File: config.mk
export PLATFORM = sky130hd
export DESIGN_NAME = rx_gate_timer
export DESIGN_NICKNAME = d
export VERILOG_FILES = /design/src/rtl/rx_gate_timer.sv
export SDC_FILE = /design/constraint.sdc
export NUM_CORES = 1
export LEC_CHECK = 0
export ABC_AREA = 1
export BUFFER_PORTS_ARGS = -buffer_cell sky130_fd_sc_hd__buf_2
export CORE_UTILIZATION = 25
export CTS_CLUSTER_SIZE = 25
export DETAILED_ROUTE_END_ITERATION = 10
export PLACE_DENSITY_LB_ADDON = 0.08
export SLEW_MARGIN = 30
export SYNTH_ARGS = -nofsm -noshare
export SYNTH_HDL_FRONTEND = slang
export SYNTH_SLANG_ARGS = --single-unit
File: constraint.sdc
create_clock -name clk -period 1.1 [get_ports clk]
set_input_delay 0.22 -clock clk [delete_from_list [all_inputs] [get_ports clk]]
set_output_delay 0.22 -clock clk [all_outputs]
set_load 0.02 [all_outputs]
File: src/rtl/rx_gate_timer.sv
module rx_gate_timer #(
  parameter int          W        = 8,
  parameter logic [W-1:0] WAIT_RST = 8'h1F,
  parameter logic [W-1:0] NR_RST   = 8'h0E
) (
  input  logic         clk,
  input  logic         rst_n,
  input  logic         tick,
  input  logic         tx_end,
  input  logic         slot_start,
  input  logic         rx_sof,
  input  logic         wr_wait,
  input  logic         wr_noresp,
  input  logic [W-1:0] wr_data,
  input  logic         proto_wr,
  input  logic [4:0]   proto_sel,
  output logic         rx_en,
  output logic         noresp_irq
);
  logic [W-1:0] wait_q, nr_q, wait_cnt, nr_cnt;
  logic         wait_run, nr_run;

  function automatic logic [W-1:0] proto_wait(input logic [4:0] p);
    case (p[4:2])
      3'b000, 3'b001: proto_wait = W'(8'h1F);
      3'b010:         proto_wait = W'(8'h0E);
      3'b011:         proto_wait = W'(8'h1A);
      3'b110:         proto_wait = W'(8'h20);
      default:        proto_wait = W'(8'h1F);
    endcase
  endfunction

  always_ff @(posedge clk) begin
    if (!rst_n) begin
      wait_q <= WAIT_RST;
      nr_q   <= NR_RST;
    end else begin
      if (proto_wr)     wait_q <= proto_wait(proto_sel);
      else if (wr_wait) wait_q <= wr_data;
      if (wr_noresp)    nr_q   <= wr_data;
    end
  end

  always_ff @(posedge clk) begin
    if (!rst_n) begin
      wait_run <= 1'b0;
      wait_cnt <= '0;
    end else if (tx_end) begin
      wait_run <= (wait_q != '0);
      wait_cnt <= wait_q;
    end else if (wait_run && tick) begin
      wait_cnt <= wait_cnt - 1'b1;
      if (wait_cnt == W'(1)) wait_run <= 1'b0;
    end
  end

  always_ff @(posedge clk) begin
    if (!rst_n) begin
      nr_run     <= 1'b0;
      nr_cnt     <= '0;
      noresp_irq <= 1'b0;
    end else if (slot_start) begin
      nr_run     <= (nr_q != '0);
      nr_cnt     <= nr_q;
      noresp_irq <= (nr_q == '0);
    end else if (nr_run && rx_sof) begin
      nr_run <= 1'b0;
    end else if (nr_run && tick) begin
      nr_cnt <= nr_cnt - 1'b1;
      if (nr_cnt == W'(1)) begin
        nr_run     <= 1'b0;
        noresp_irq <= 1'b1;
      end
    end
  end

  assign rx_en = ~wait_run;


  blank_start_chk: assert property (@(posedge clk) disable iff (!rst_n)
    (tx_end && wait_q != '0) |=> !rx_en);


  rx_en_hold_chk: assert property (@(posedge clk) disable iff (!rst_n)
    (!tick && !tx_end) |=> $stable(rx_en));


  sof_no_flag_chk: assert property (@(posedge clk) disable iff (!rst_n)
    (nr_run && rx_sof && !slot_start) |=> (!noresp_irq && !nr_run));


  flag_cause_chk: assert property (@(posedge clk) disable iff (!rst_n)
    $rose(noresp_irq) |-> $past(slot_start || (nr_run && tick)));


  slot_clear_chk: assert property (@(posedge clk) disable iff (!rst_n)
    (slot_start && nr_q != '0) |=> !noresp_irq);
endmodule

# == After elaboration in Yosys (flattened, before gate mapping) ==
# Index checks and enable logic that the tools add are counted.
# totals
ff_bits,35
wordCells,52
# op_classes
addsub,2
eq_ne,6
muxes,19
n_bitwise,1
reduce_logical,17
# op_table
op,n
8-bit 2-to-1 mux,7
6-bit one-hot mux with 3 select lines,1
"8-bit by 1-bit == test with 1-bit output, second input constant",2
8-bit nonzero test,2
"8-bit by 1-bit subtractor with 8-bit output, second input constant",2
1-bit 2-to-1 mux,11
2-bit nonzero test,5
8-bit zero test,1
"3-bit by 2-bit == test with 1-bit output, second input constant",2
2-bit AND reduction,3
3-bit nonzero test,2
"3-bit == test, second input constant",1
1-bit logical AND,3
3-bit AND reduction,1
"2-bit != test, second input constant",1
1-bit inverter,1

# == Longest topological paths before layout ==
# Gate-level depths: netlist (run 1).
# logic_depth
depth_word,5
depth_mapped,9
ltp_nobuf,9

# == Worst setup path after synthesis (run 1) ==
# OpenSTA, ideal clock, no wires.
# synth_timing
path_kind,register -> register
startpoint,register wait_cnt[0]
endpoint,register wait_cnt[6]
setup_ns,0.113
t_arrival_ns,1.036
setup_slack_ns,-0.049
path_stages_with_launch,10
n_path_buf,0
cell_sequence,dfxtp_1 inv_1 ha_1 nand2_1 nor2_4 nand2_1 nand2_1 nand2_1 o21ai_1 inv_1
# synth_via
elab_chain_len,3
# synth_rtl
element,line_no,source
start: declaration,20,"logic [W-1:0] wait_q, nr_q, wait_cnt, nr_cnt;"
start signal: assignment,50,wait_cnt <= wait_q;
start signal: assignment,52,wait_cnt <= wait_cnt - 1'b1;
8-bit by 1-bit subtractor with 8-bit output,52,
8-bit 2-to-1 mux,51,end else if (wait_run && tick) begin
8-bit 2-to-1 mux,48,end else if (tx_end) begin
# Every way passes these cells. The select of a mux whose other input is x is not followed.
# A chain may end at the register's enable or synchronous reset.

# == Final worst setup path (run 1) ==
# layout_timing
startpoint,register wait_cnt[1]
endpoint,register wait_cnt[6]
# Same word-level chain as after synthesis.

==> results of run 1 <==
## power by group
| group | internal (W) | total [W] | switching [W] |
|---|---|---|---|
| logic | 0.000311 | 0.000706 | 0.000396 |
| clock network | 0.000443 | 0.000933 | 0.000490 |
| registers | 0.00135 | 0.00142 | 0.0000612 |
## layer usage
layer,global-route usage,share of wire
met5,0,0
met4,0.0447,0.012
met3,0.0320,0.037
met2,0.223,0.42
met1,0.208,0.53
## critical path: stages, from the launching register on
cell     delay (ns)
dfxtp_2        0.33
inv_2          0.07
ha_4           0.15
nand2_4        0.05
nor2_4         0.11
nand2_2        0.07
nand2_1        0.06
nand2_1        0.04
o21ai_1        0.11
inv_1          0.04
## layout make-up
| class | instances | area share |
|---|---|---|
| Multi-Input combinational cell | 191 | 0.421 |
| Sequential cell | 35 | 0.281 |
| Timing Repair Buffer | 54 | 0.146 |
| Inverter | 47 | 0.0708 |
| Tap cell | 96 | 0.0475 |
| Clock buffer | 6 | 0.0287 |
| Clock inverter | 2 | 0.00495 |
## cells in the final DEF, fill, tap and decap left out
cell type	synthesis	layout
nand3_1	29	24
buf_2	4	20
a22oi_1	1	1
nand2_4	0	2
o2111ai_1	1	1
nand4_1	2	2
clkbuf_8	0	5
o221ai_1	2	2
buf_4	0	33
o22ai_1	4	4
a211oi_1	2	2
ha_4	0	2
a21boi_0	1	1
dfxtp_2	0	5
a31oi_1	4	4
xor2_1	2	2
buf_12	0	1
inv_4	0	1
inv_1	43	38
clkinvlp_4	0	1
a21o_1	1	1
a21oi_2	0	4
o21ai_1	4	8
nor2_4	2	5
a21oi_1	20	16
dfxtp_4	0	1
nand3_4	0	1
nor2_2	2	5
inv_2	4	8
dfxtp_1	35	29
o21ai_0	21	17
clkbuf_1	0	1
clkinv_2	0	1
nand3_2	1	5
nand2_1	53	50
ha_1	4	2
nor2_1	33	27
nand2_2	2	3
## flip-flops by register name (all words and copies together) (netlist names)
name	flops
nr_q	8
wait_run	1
wait_q	8
nr_run	1
noresp_irq	1
wait_cnt	8
nr_cnt	8
## timing repair
action | in CTS | in global routing
pin swaps | 4 | 7
setup endpoints to repair | 8 | 15
gates resized for setup | 7 | 33
buffers inserted | 0 | 1
cloned | 0 | 0
## through the flow
stage	std cells	area (sq um)	utilization	hold WS (ns)
2_1_floorplan	278	1860	-	0.310
3_3_place_gp	422	2320	0.334	0.466
3_5_place_dp	422	2320	0.334	0.470
4_1_cts	430	2410	0.347	0.170
5_1_grt	431	2530	0.364	0.177
6_report	431	2530	0.364	0.178
## final timing paths
kind / from / to
worst max-delay path: wait_cnt[1] / wait_cnt[6]
worst min-delay path: wr_data[1] / nr_q[1]
worst max register to register: wait_cnt[1] / wait_cnt[6]
worst min register to register: nr_q[7] / nr_q[7]
## kinds of logic (layout without fill, tap and decap cells)
kind of cell | after synthesis | in the layout | synth area share
flip-flops | 35 | 35 | 0.380
adder cells (fa/ha/maj) | 4 | 4 | 0.0271
XOR/XNOR | 2 | 2 | 0.00949
AND/OR/NAND/NOR | 124 | 124 | 0.292
AO/OA/AOI/OAI | 61 | 61 | 0.184
buffers and inverters | 52 | 109 | 0.108
==> metrics.md, run 1 <==
| Metric | Value |
|---|---|
| Yosys reg bits | 35 |
| RSZ-0062 raised after global routing | yes |
| Count leader, synth | nand2_1 |
| Layout net count | 360 |
| H-tree depth | 2 |
| Dominant cells by area after synthesis | dfxtp_1 38%, nand2_1 11%, inv_1 8.7%, nand3_1 7.9%, nor2_1 6.7% |
| Syn avg cell area | 6.64 sq um |
| Detailed-route DRC error count | 0 |
| Detailed Route WL | 5280 microns |
| TritonCTS clock tree | yes |
| Endpoints failing setup | 3 |
| Status | finished with violations |
| Total Power | 0.00305 W |
| Antenna-violating nets left | 0 |
| Synth top cells by count | 53 x nand2_1, 43 x inv_1, 35 x dfxtp_1, 33 x nor2_1, 29 x nand3_1 |
| DRT Pass-1 Iters | 4 |
| Grt ovf | 0 |
| IO buf count | 21 |
| Yosys cell types | 26 |
| Required @ worst endpoint | 1.28 ns |
| Die Y | 87.9 microns |
| Clock root cell | clkbuf_8 |
| VDD IR max | 537 uV |
| Ant. Diodes | 0 |
| Violated checks | setup timing |
| Worst Hold Class | input port to register |
| Fmax achieved | 883 MHz |
| Register Area | 711 sq um |
| Post-synth top area share | 0.380 |
| Worst setup margin | -0.0328 ns |
| GRT Util Overall | 0.147 |
| Final Hold Fails | 0 |
| Main synth FF type | dfxtp_1 |
| Synthesized instance count | 278 |
| Clk_lat worst skew | 0.28 ns |
| Initial Utilization | 0.266 |
| Worst Tran Pin Value | 0.254 ns |
| Crit path DAT | 1.32 ns |
| Reg2Reg Depth | 9 |
| Worst slack at placement | -0.0621 ns |
| Clock Sinks | 35 |
| MaxCap Viol Count | 0 |
| Max-slew headroom | 0.829 |
| DR vias/cell | 4.43 |
| Worst-path clk slew | 0.08 ns |
| Via total after detailed routing | 1908 |
| Critical setup path kind | register to register |
| Initial antenna violation count | 0 |
| Gpl congestion | 0.759 |
| Post-CTS Hold Buffers | 0 |
| Synthesized area | 0.00185 sq mm |
| Pwr dens | 1210 mW/mm^2 |
| CTS Buf Count | 5 |
| Area grow syn2layout | 36.9% |
| Lkg Pwr | 1.15 nW |
| Fraction of synthesis flops using an asynchronous set or reset pin | 0 |
| Final period util | 1.03 |
| Post-DR wirelength/cell | 12.3 microns |
| Final clock skew | 0.00272 ns |
| DR iter-0 viols | 113 |
| Setup crit start kind | register |
| CP endpoint kind | register |
| CP Max Fanout | 3 |
| Die X | 87.9 microns |
| Top Ports | 24 |
| Final Slew Violations | 0 |
| Post-synth EDFFs | 0 |
| Period minus WS final | 1.13 ns |
| TNS Setup | -0.0748 ns |
| Fillers | 785 |
| Seq/Total Area, Yosys | 0.380 |
| Largest net degree at the start of global routing | 12 |
| Post-DP HPWL | 4050 microns |
| Worst Hold Path Cells | 3 |
| Longest Clk Path Bufs | 2 |
| Core area | 0.00694 sq mm |
| Vias in the first global route | 1829 |
| First-pass GRT wire length | 8720 microns |
| Area of the multi-input gates | 0.00106 sq mm |
| Syn Nets | 304 |
| Post-synth top area cell | dfxtp_1 |
| Row count | 30 |
| Total die area | 0.00773 sq mm |
| R2R setup slack | -0.03 ns |
| Layout cell share with drive strength beyond 1 | 0.307 |
| YS warnings | 0 |
Power figures use the tool's default switching activity.
==> run 2, diff against run 1 <==
--- a/config.mk
+++ b/config.mk
@@ -7,7 +7,7 @@
 export LEC_CHECK = 0
 export ABC_AREA = 1
 export BUFFER_PORTS_ARGS = -buffer_cell sky130_fd_sc_hd__buf_2
-export CORE_UTILIZATION = 25
+export CORE_UTILIZATION = 40
 export CTS_CLUSTER_SIZE = 25
 export DETAILED_ROUTE_END_ITERATION = 10
 export PLACE_DENSITY_LB_ADDON = 0.08
==> run 2 against run 1 <==
  * The run still ends with setup timing left
  * Register-to-register slack improved by 0.02 ns
  * Wire length is 13% lower
  * Global-route usage up 5.3 points
  * Non-clock buffer count down 12
  * Die area decreased by 37%
  * Worst setup slack improved by 0.018 ns
  * Fmax increased by 1.6%
  * Sequential cell count stayed put
  * Design area fell by 3.2%
  * Count of clock-buffer cells in the layout unchanged
  * Sequential share of layout area is 0.97 points higher
==> metrics.md, run 2 (synthesized netlist as in run 1, its figures left out) <==
| Metric | Value |
|---|---|
| Status | finished with violations |
| Violated checks | setup timing |
| Final Slew Violations | 0 (unchanged) |
| Final core occ | 0.558 (+0.194) |
| Total die area | 0.00489 sq mm (-37%) |
| Die X | 69.9 microns (-20%) |
| Clock root cell | clkbuf_8 |
| Period minus WS final | 1.11 ns (-0.0178 ns) |
| Critical setup path kind | register to register |
| Vias in the first global route | 1766 (-3.4%) |
| Worst Hold Class | input port to register |
| Required @ worst endpoint | 1.28 ns (about the same) |
| DRT Pass-1 Iters | 4 (unchanged) |
| First-pass GRT wire length | 7790 microns (-11%) |
| Clk_lat worst skew | 0.28 ns (about the same) |
| Final Hold Fails | 0 (unchanged) |
| Via total after detailed routing | 1871 (-1.9%) |
| Ant. Diodes | 0 (unchanged) |
| Initial antenna violation count | 0 (unchanged) |
| Largest stage delay, worst path | 0.32 ns (about the same) |
| Final period util | 1.01 (-0.0162) |
| Layout net count | 348 (-3.3%) |
| CP endpoint kind | register |
| Dpl cell area | 0.00217 sq mm (-6.5%) |
| Crit path DAT | 1.29 ns (-0.03 ns) |
| Commonest non-fill, non-tap cells in the layout | 50 x nand2_1, 36 x inv_1, 28 x dfxtp_1, 26 x nor2_1, 25 x nand3_1 |
| Worst path slowest cell | dfxtp_2 |
| Core area | 0.00438 sq mm (-37%) |
| Longest Clk Path Bufs | 2 (unchanged) |
| Non-filler cells in the finished layout | 375 (-13%) |
| DR iter-0 viols | 64 (-43%) |
| Endpoints failing setup | 2 (-1) |
| Antenna-violating nets left | 0 (unchanged) |
| Layout cell share with drive strength beyond 1 | 0.297 (-0.0102) |
| Detailed-route DRC error count | 0 (unchanged) |
| MaxCap Viol Count | 0 (unchanged) |
| Die Y | 69.9 microns (-20%) |
| Post-DR wirelength/cell | 12.3 microns (+0.38%) |
| Area of the multi-input gates | 0.00111 sq mm (+3.9%) |
| Top Ports | 24 (unchanged) |
| CTS Buf Count | 5 (unchanged) |
| Lkg Pwr | 1.11 nW (-3.4%) |
| Grt ovf | 0 (unchanged) |
| Area grow syn2layout | 32.6% |
| Pwr dens | 1340 mW/mm^2 (+11%) |
| H-tree depth | 2 (unchanged) |
| Fillers | 431 (-45%) |
| Setup crit start kind | register |
| Post-DP HPWL | 3460 microns (-15%) |
| GRT Util Overall | 0.201 (+0.0531) |
| Detailed Route WL | 4610 microns (-13%) |
| Register Area | 712 sq um (+0.18%) |
| Worst-path clk slew | 0.07 ns (about the same) |
| Worst Tran Pin Value | 0.250 ns (-0.00441 ns) |
| Final clock skew | 0.00389 ns (+0.00117 ns) |
| IO buf count | 21 (unchanged) |
| DR vias/cell | 4.99 (+13%) |
| Critical Path Most Common Cell | nand2_1 |
| Worst setup margin | -0.0150 ns (+0.0178 ns) |
| VDD IR max | 753 uV (+40%) |
| Critical Path, Cell by Cell | inv_2 > ha_4 > nand2_4 > nor2_4 > nand2_2 > nand2_1 > nand2_1 > o21ai_1 > inv_1 |
| Largest net degree at the start of global routing | 12 (unchanged) |
| RSZ-0062 raised after global routing | yes |
| Total Power | 0.00328 W (+7.4%) |
| Post-CTS setup buffers | 0 (unchanged) |
| TritonCTS clock tree | yes |
| Fin area | 0.00245 sq mm (-3.2%) |
| CP Max Fanout | 2 (-1) |
| Placed cells | 367 (-13%) |
| Leading cell type in the layout, fill and taps excluded | nand2_1 |
| Fmax achieved | 897 MHz (+1.6%) |
| Initial Utilization | 0.421 (+0.155) |
| R2R setup slack | -0.01 ns (+0.02 ns) |
| Worst slack at placement | -0.0670 ns (-0.00488 ns) |
| Row count | 24 (-20%) |
| Gpl congestion | 0.868 (+14%) |
| Clock Sinks | 35 (unchanged) |
| Max-slew headroom | 0.832 (+0.00297) |
==> run 2: path summary, 6_finish.rpt <==
| kind | from | end | cells after the start |
|---|---|---|---|
| worst min register to register | nr_q[7] | nr_q[7] | 2 |
| worst min-delay path | wr_data[1] | nr_q[1] | 3 |
| worst max-delay path | wait_cnt[0] | wait_cnt[6] | 9 |
| worst max register to register | wait_cnt[0] | wait_cnt[6] | 9 |
==> run 2: repair_timing <==
action	in CTS	in global routing
endpoints found under the hold margin	0	0
pin swaps	3	15
gates resized for setup	10	42
setup endpoints to repair	7	19
hold buffers	0	0
==> run 2: routing by layer <==
metal	wire (microns)	vias to the layer above	track usage
li1	-	995	-
met1	2260	828	0.282
met2	2080	39	0.303
met3	174	9	0.0346
met4	106	0	0.0822
met5	0	-	0
==> run 2: power breakdown <==
| part | total [W] | internal [W] | switching [W] |
|---|---|---|---|
| clock network | 0.00119 | 0.000733 | 0.000460 |
| registers | 0.00142 | 0.00136 | 0.0000686 |
| logic | 0.000662 | 0.000279 | 0.000383 |
| total | 0.00328 | 0.00237 | 0.000911 |
==> run 2: critical path: cells and delay by family (launching register included) <==
| family | cells | cell delay (ns) |
|---|---|---|
| AO/OA/AOI/OAI | 1 | 0.11 |
| adder cells (fa/ha/maj) | 1 | 0.15 |
| buffers and inverters | 2 | 0.12 |
| flip-flops | 1 | 0.32 |
| AND/OR/NAND/NOR | 5 | 0.30 |
==> run 2: per-stage QoR <==
| stage | hold WS, ns | setup TNS [ns] |
|---|---|---|
| finish | 0.178 | -0.0232 |
| global route | 0.184 | -0.589 |
| CTS | 0.172 | -0.0201 |
| detailed placement | 0.463 | -0.156 |
| global placement | 0.465 | -0.0959 |
| floorplan | 0.310 | -0.0114 |
==> run 2: layout make-up <==
class                      instances  share of cell area
timing repair buffer              42               0.108
tap                               52              0.0266
sequential                        35               0.291
multi-input combinational        191               0.452
clock buffer                       6              0.0337
clock inverter                     2              0.0143
inverter                          47              0.0741
==> run 3, diff against run 2 <==
--- a/config.mk
+++ b/config.mk
@@ -8,9 +8,8 @@
 export ABC_AREA = 1
 export BUFFER_PORTS_ARGS = -buffer_cell sky130_fd_sc_hd__buf_2
 export CORE_UTILIZATION = 40
-export CTS_CLUSTER_SIZE = 25
 export DETAILED_ROUTE_END_ITERATION = 10
-export PLACE_DENSITY_LB_ADDON = 0.08
+export PLACE_DENSITY_LB_ADDON = 0.12
 export SLEW_MARGIN = 30
 export SYNTH_ARGS = -nofsm -noshare
 export SYNTH_HDL_FRONTEND = slang
==> run 3 against run 2 <==
  * The run still ends with setup timing left
  * First-iteration DRC count grew 110%
  * Clock power is 13% lower
  * Critical path type unchanged
  * Sequential power hardly changed
  * Clock skew increased by 0.0053 ns
  * Combinational power increased by 4.2%
  * Wire length increased by 5.1%
  * Final cell count increased by 1.3%
  * Count of clock-buffer cells in the layout grew 2
  * Worst setup slack worse by 0.022 ns
  * Sequential cell count unchanged
  * Highest routed layer unchanged
  * Register-to-register slack lost 0.02 ns
  * Via count up 2.3%
==> metrics.md, run 3 (synthesized netlist as in run 1, its figures left out) <==
| Metric | Value |
|---|---|
| Max-slew headroom | 0.811 (-0.0205) |
| TritonCTS clock tree | yes |
| Endpoints failing setup | 5 (+3) |
| Placed cells | 367 (unchanged) |
| Critical setup path kind | register to register |
| Post-DP HPWL | 3420 microns (-1.2%) |
| Required @ worst endpoint | 1.29 ns (about the same) |
| CP Max Fanout | 4 (+2) |
| DR vias/cell | 5.04 (+0.95%) |
| Leading cell type in the layout, fill and taps excluded | nand2_1 |
| Clock Sinks | 35 (unchanged) |
| Core area | 0.00438 sq mm (unchanged) |
| Routed wl met2 | 2200 microns (+5.9%) |
| Final Slew Violations | 0 (unchanged) |
| Ant. Diodes | 0 (unchanged) |
| DR iter-0 viols | 133 (+110%) |
| H-tree depth | 2 (unchanged) |
| Period minus WS final | 1.14 ns (+0.0223 ns) |
| Setup crit start kind | register |
| Layout cell share with drive strength beyond 1 | 0.302 (+0.00462) |
| Die Y | 69.9 microns (unchanged) |
| IO buf count | 21 (unchanged) |
| Detailed Route WL | 4850 microns (+5.1%) |
| Worst setup margin | -0.0372 ns (-0.0223 ns) |
| Worst-path clk slew | 0.07 ns (about the same) |
| Non-filler cells in the finished layout | 380 (+1.3%) |
| Final core occ | 0.564 (+0.00571) |
| DRT met1 WL | 2390 microns (+6.0%) |
| Antenna-violating nets left | 0 (unchanged) |
| Metal3 WL | 162 microns (-6.9%) |
| Grt ovf | 0 (unchanged) |
| VDD IR max | 606 uV (-19%) |
| Area of the multi-input gates | 0.00109 sq mm (-1.0%) |
| Clock root cell | clkbuf_8 |
| CTS Buf Count | 5 (unchanged) |
| Top Ports | 24 (unchanged) |
| Area grow syn2layout | 34.0% |
| Vias in the first global route | 1824 (+3.3%) |
| Clk_lat worst skew | 0.29 ns (about the same) |
| Pwr dens | 1270 mW/mm^2 (-5.1%) |
| CP endpoint kind | register |
| Row count | 24 (unchanged) |
| Final Hold Fails | 0 (unchanged) |
| Violated checks | setup timing |
| RSZ-0062 raised after global routing | yes |
| MaxCap Viol Count | 0 (unchanged) |
| Largest net degree at the start of global routing | 11 (-1) |
| Longest Clk Path Bufs | 2 (unchanged) |
| Commonest non-fill, non-tap cells in the layout | 49 x nand2_1, 37 x inv_1, 30 x dfxtp_1, 26 x nand3_1, 25 x nor2_1 |
| Final period util | 1.03 (+0.0202) |
| Crit path DAT | 1.33 ns (+0.04 ns) |
| Uppermost layer routed | met4 |
| Detailed-route DRC error count | 0 (unchanged) |
| Initial Utilization | 0.421 (unchanged) |
| Fillers | 415 (-3.7%) |
| Worst Hold Class | input port to register |
| Gpl congestion | 0.860 (-0.97%) |
| Layout net count | 353 (+1.4%) |
| Post-CTS Hold Buffers | 0 (unchanged) |
| First-pass GRT wire length | 8090 microns (+3.8%) |
| Post-DR wirelength/cell | 12.8 microns (+3.7%) |
| Fmax achieved | 879 MHz (-2.0%) |
| DRT Pass-1 Iters | 4 (unchanged) |
| Total die area | 0.00489 sq mm (unchanged) |
| Dpl cell area | 0.00218 sq mm (+0.58%) |
| Lkg Pwr | 1.13 nW (+1.5%) |
| Final clock skew | 0.00924 ns (+0.00534 ns) |
| GRT Util Overall | 0.208 (+0.00721) |
| Register Area | 712 sq um (unchanged) |
| Fin area | 0.00247 sq mm (+1.0%) |
| Fin Hold WS | 0.180 ns (+0.00123 ns) |
| Status | finished with violations |
| Initial antenna violation count | 0 (unchanged) |
| Via total after detailed routing | 1914 (+2.3%) |
| Die X | 69.9 microns (unchanged) |
| Worst Tran Pin Value | 0.282 ns (+0.0316 ns) |
## run 3: cell count changes in the layout (fill, tap and decap cells not counted), sizes merged
| cell | delta |
|---|---|
| clkinv | -1 |
| clkbuf | +2 |
| buf | +5 |
| bufinv | -1 |
## run 3: final cells by class
| cell class | instances | area share |
|---|---|---|
| multi-input combinational | 191 | 0.443 |
| sequential | 35 | 0.288 |
| timing repair buffer | 47 | 0.128 |
| inverter | 47 | 0.0744 |
| clock buffer | 8 | 0.0405 |
| tap | 52 | 0.0263 |
## run 3: worst max-delay path, stage by stage, from the launching register on
cell and delay (ns):
dfxtp_4 0.37, inv_4 0.08, ha_4 0.17, inv_4 0.04, nor2_4 0.11, nand2_1 0.05, nand2_1 0.05, nand3_1 0.06
nand2_1 0.06, inv_1 0.04
## run 3: path summary, 6_finish.rpt
kind                   start   endpoint  slack, ns  cells past startpoint
hold reg to reg      nr_q[7]    nr_q[7]       0.47                      2
setup reg to reg   nr_cnt[0]  nr_cnt[6]      -0.04                      9
hold / removal    wr_data[1]    nr_q[1]       0.18                      3
setup / recovery   nr_cnt[0]  nr_cnt[6]      -0.04                      9
## run 3: where the power goes
| group | internal (W) | switching, W |
|---|---|---|
| clock | 0.000572 | 0.000461 |
| combinational | 0.000295 | 0.000395 |
| sequential | 0.00135 | 0.0000668 |
| total | 0.00222 | 0.000923 |
## run 3: metal layers
| layer | GRT usage | up-vias |
|---|---|---|
| li1 | - | 1008 |
| met1 | 0.271 | 856 |
| met2 | 0.348 | 43 |
| met3 | 0.0274 | 7 |
| met4 | 0.0800 | 0 |
| met5 | 0 | - |
## run 3: timing repair
item	CTS	global route
gates cloned	0	0
pin swaps	7	16
resized for setup	21	29
buffers inserted	2	3
setup endpoints to repair	8	16
## run 3: through the flow
stage	total power (W)	setup WS, ns	setup TNS [ns]
6_report	0.00314	-0.0372	-0.118
5_1_grt	0.00330	-0.150	-0.912
4_1_cts	0.00308	-0.0240	-0.0474
3_5_place_dp	0.00201	-0.0721	-0.206
3_3_place_gp	0.00201	-0.0392	-0.0980
2_1_floorplan	0.00179	-0.0114	-0.0114
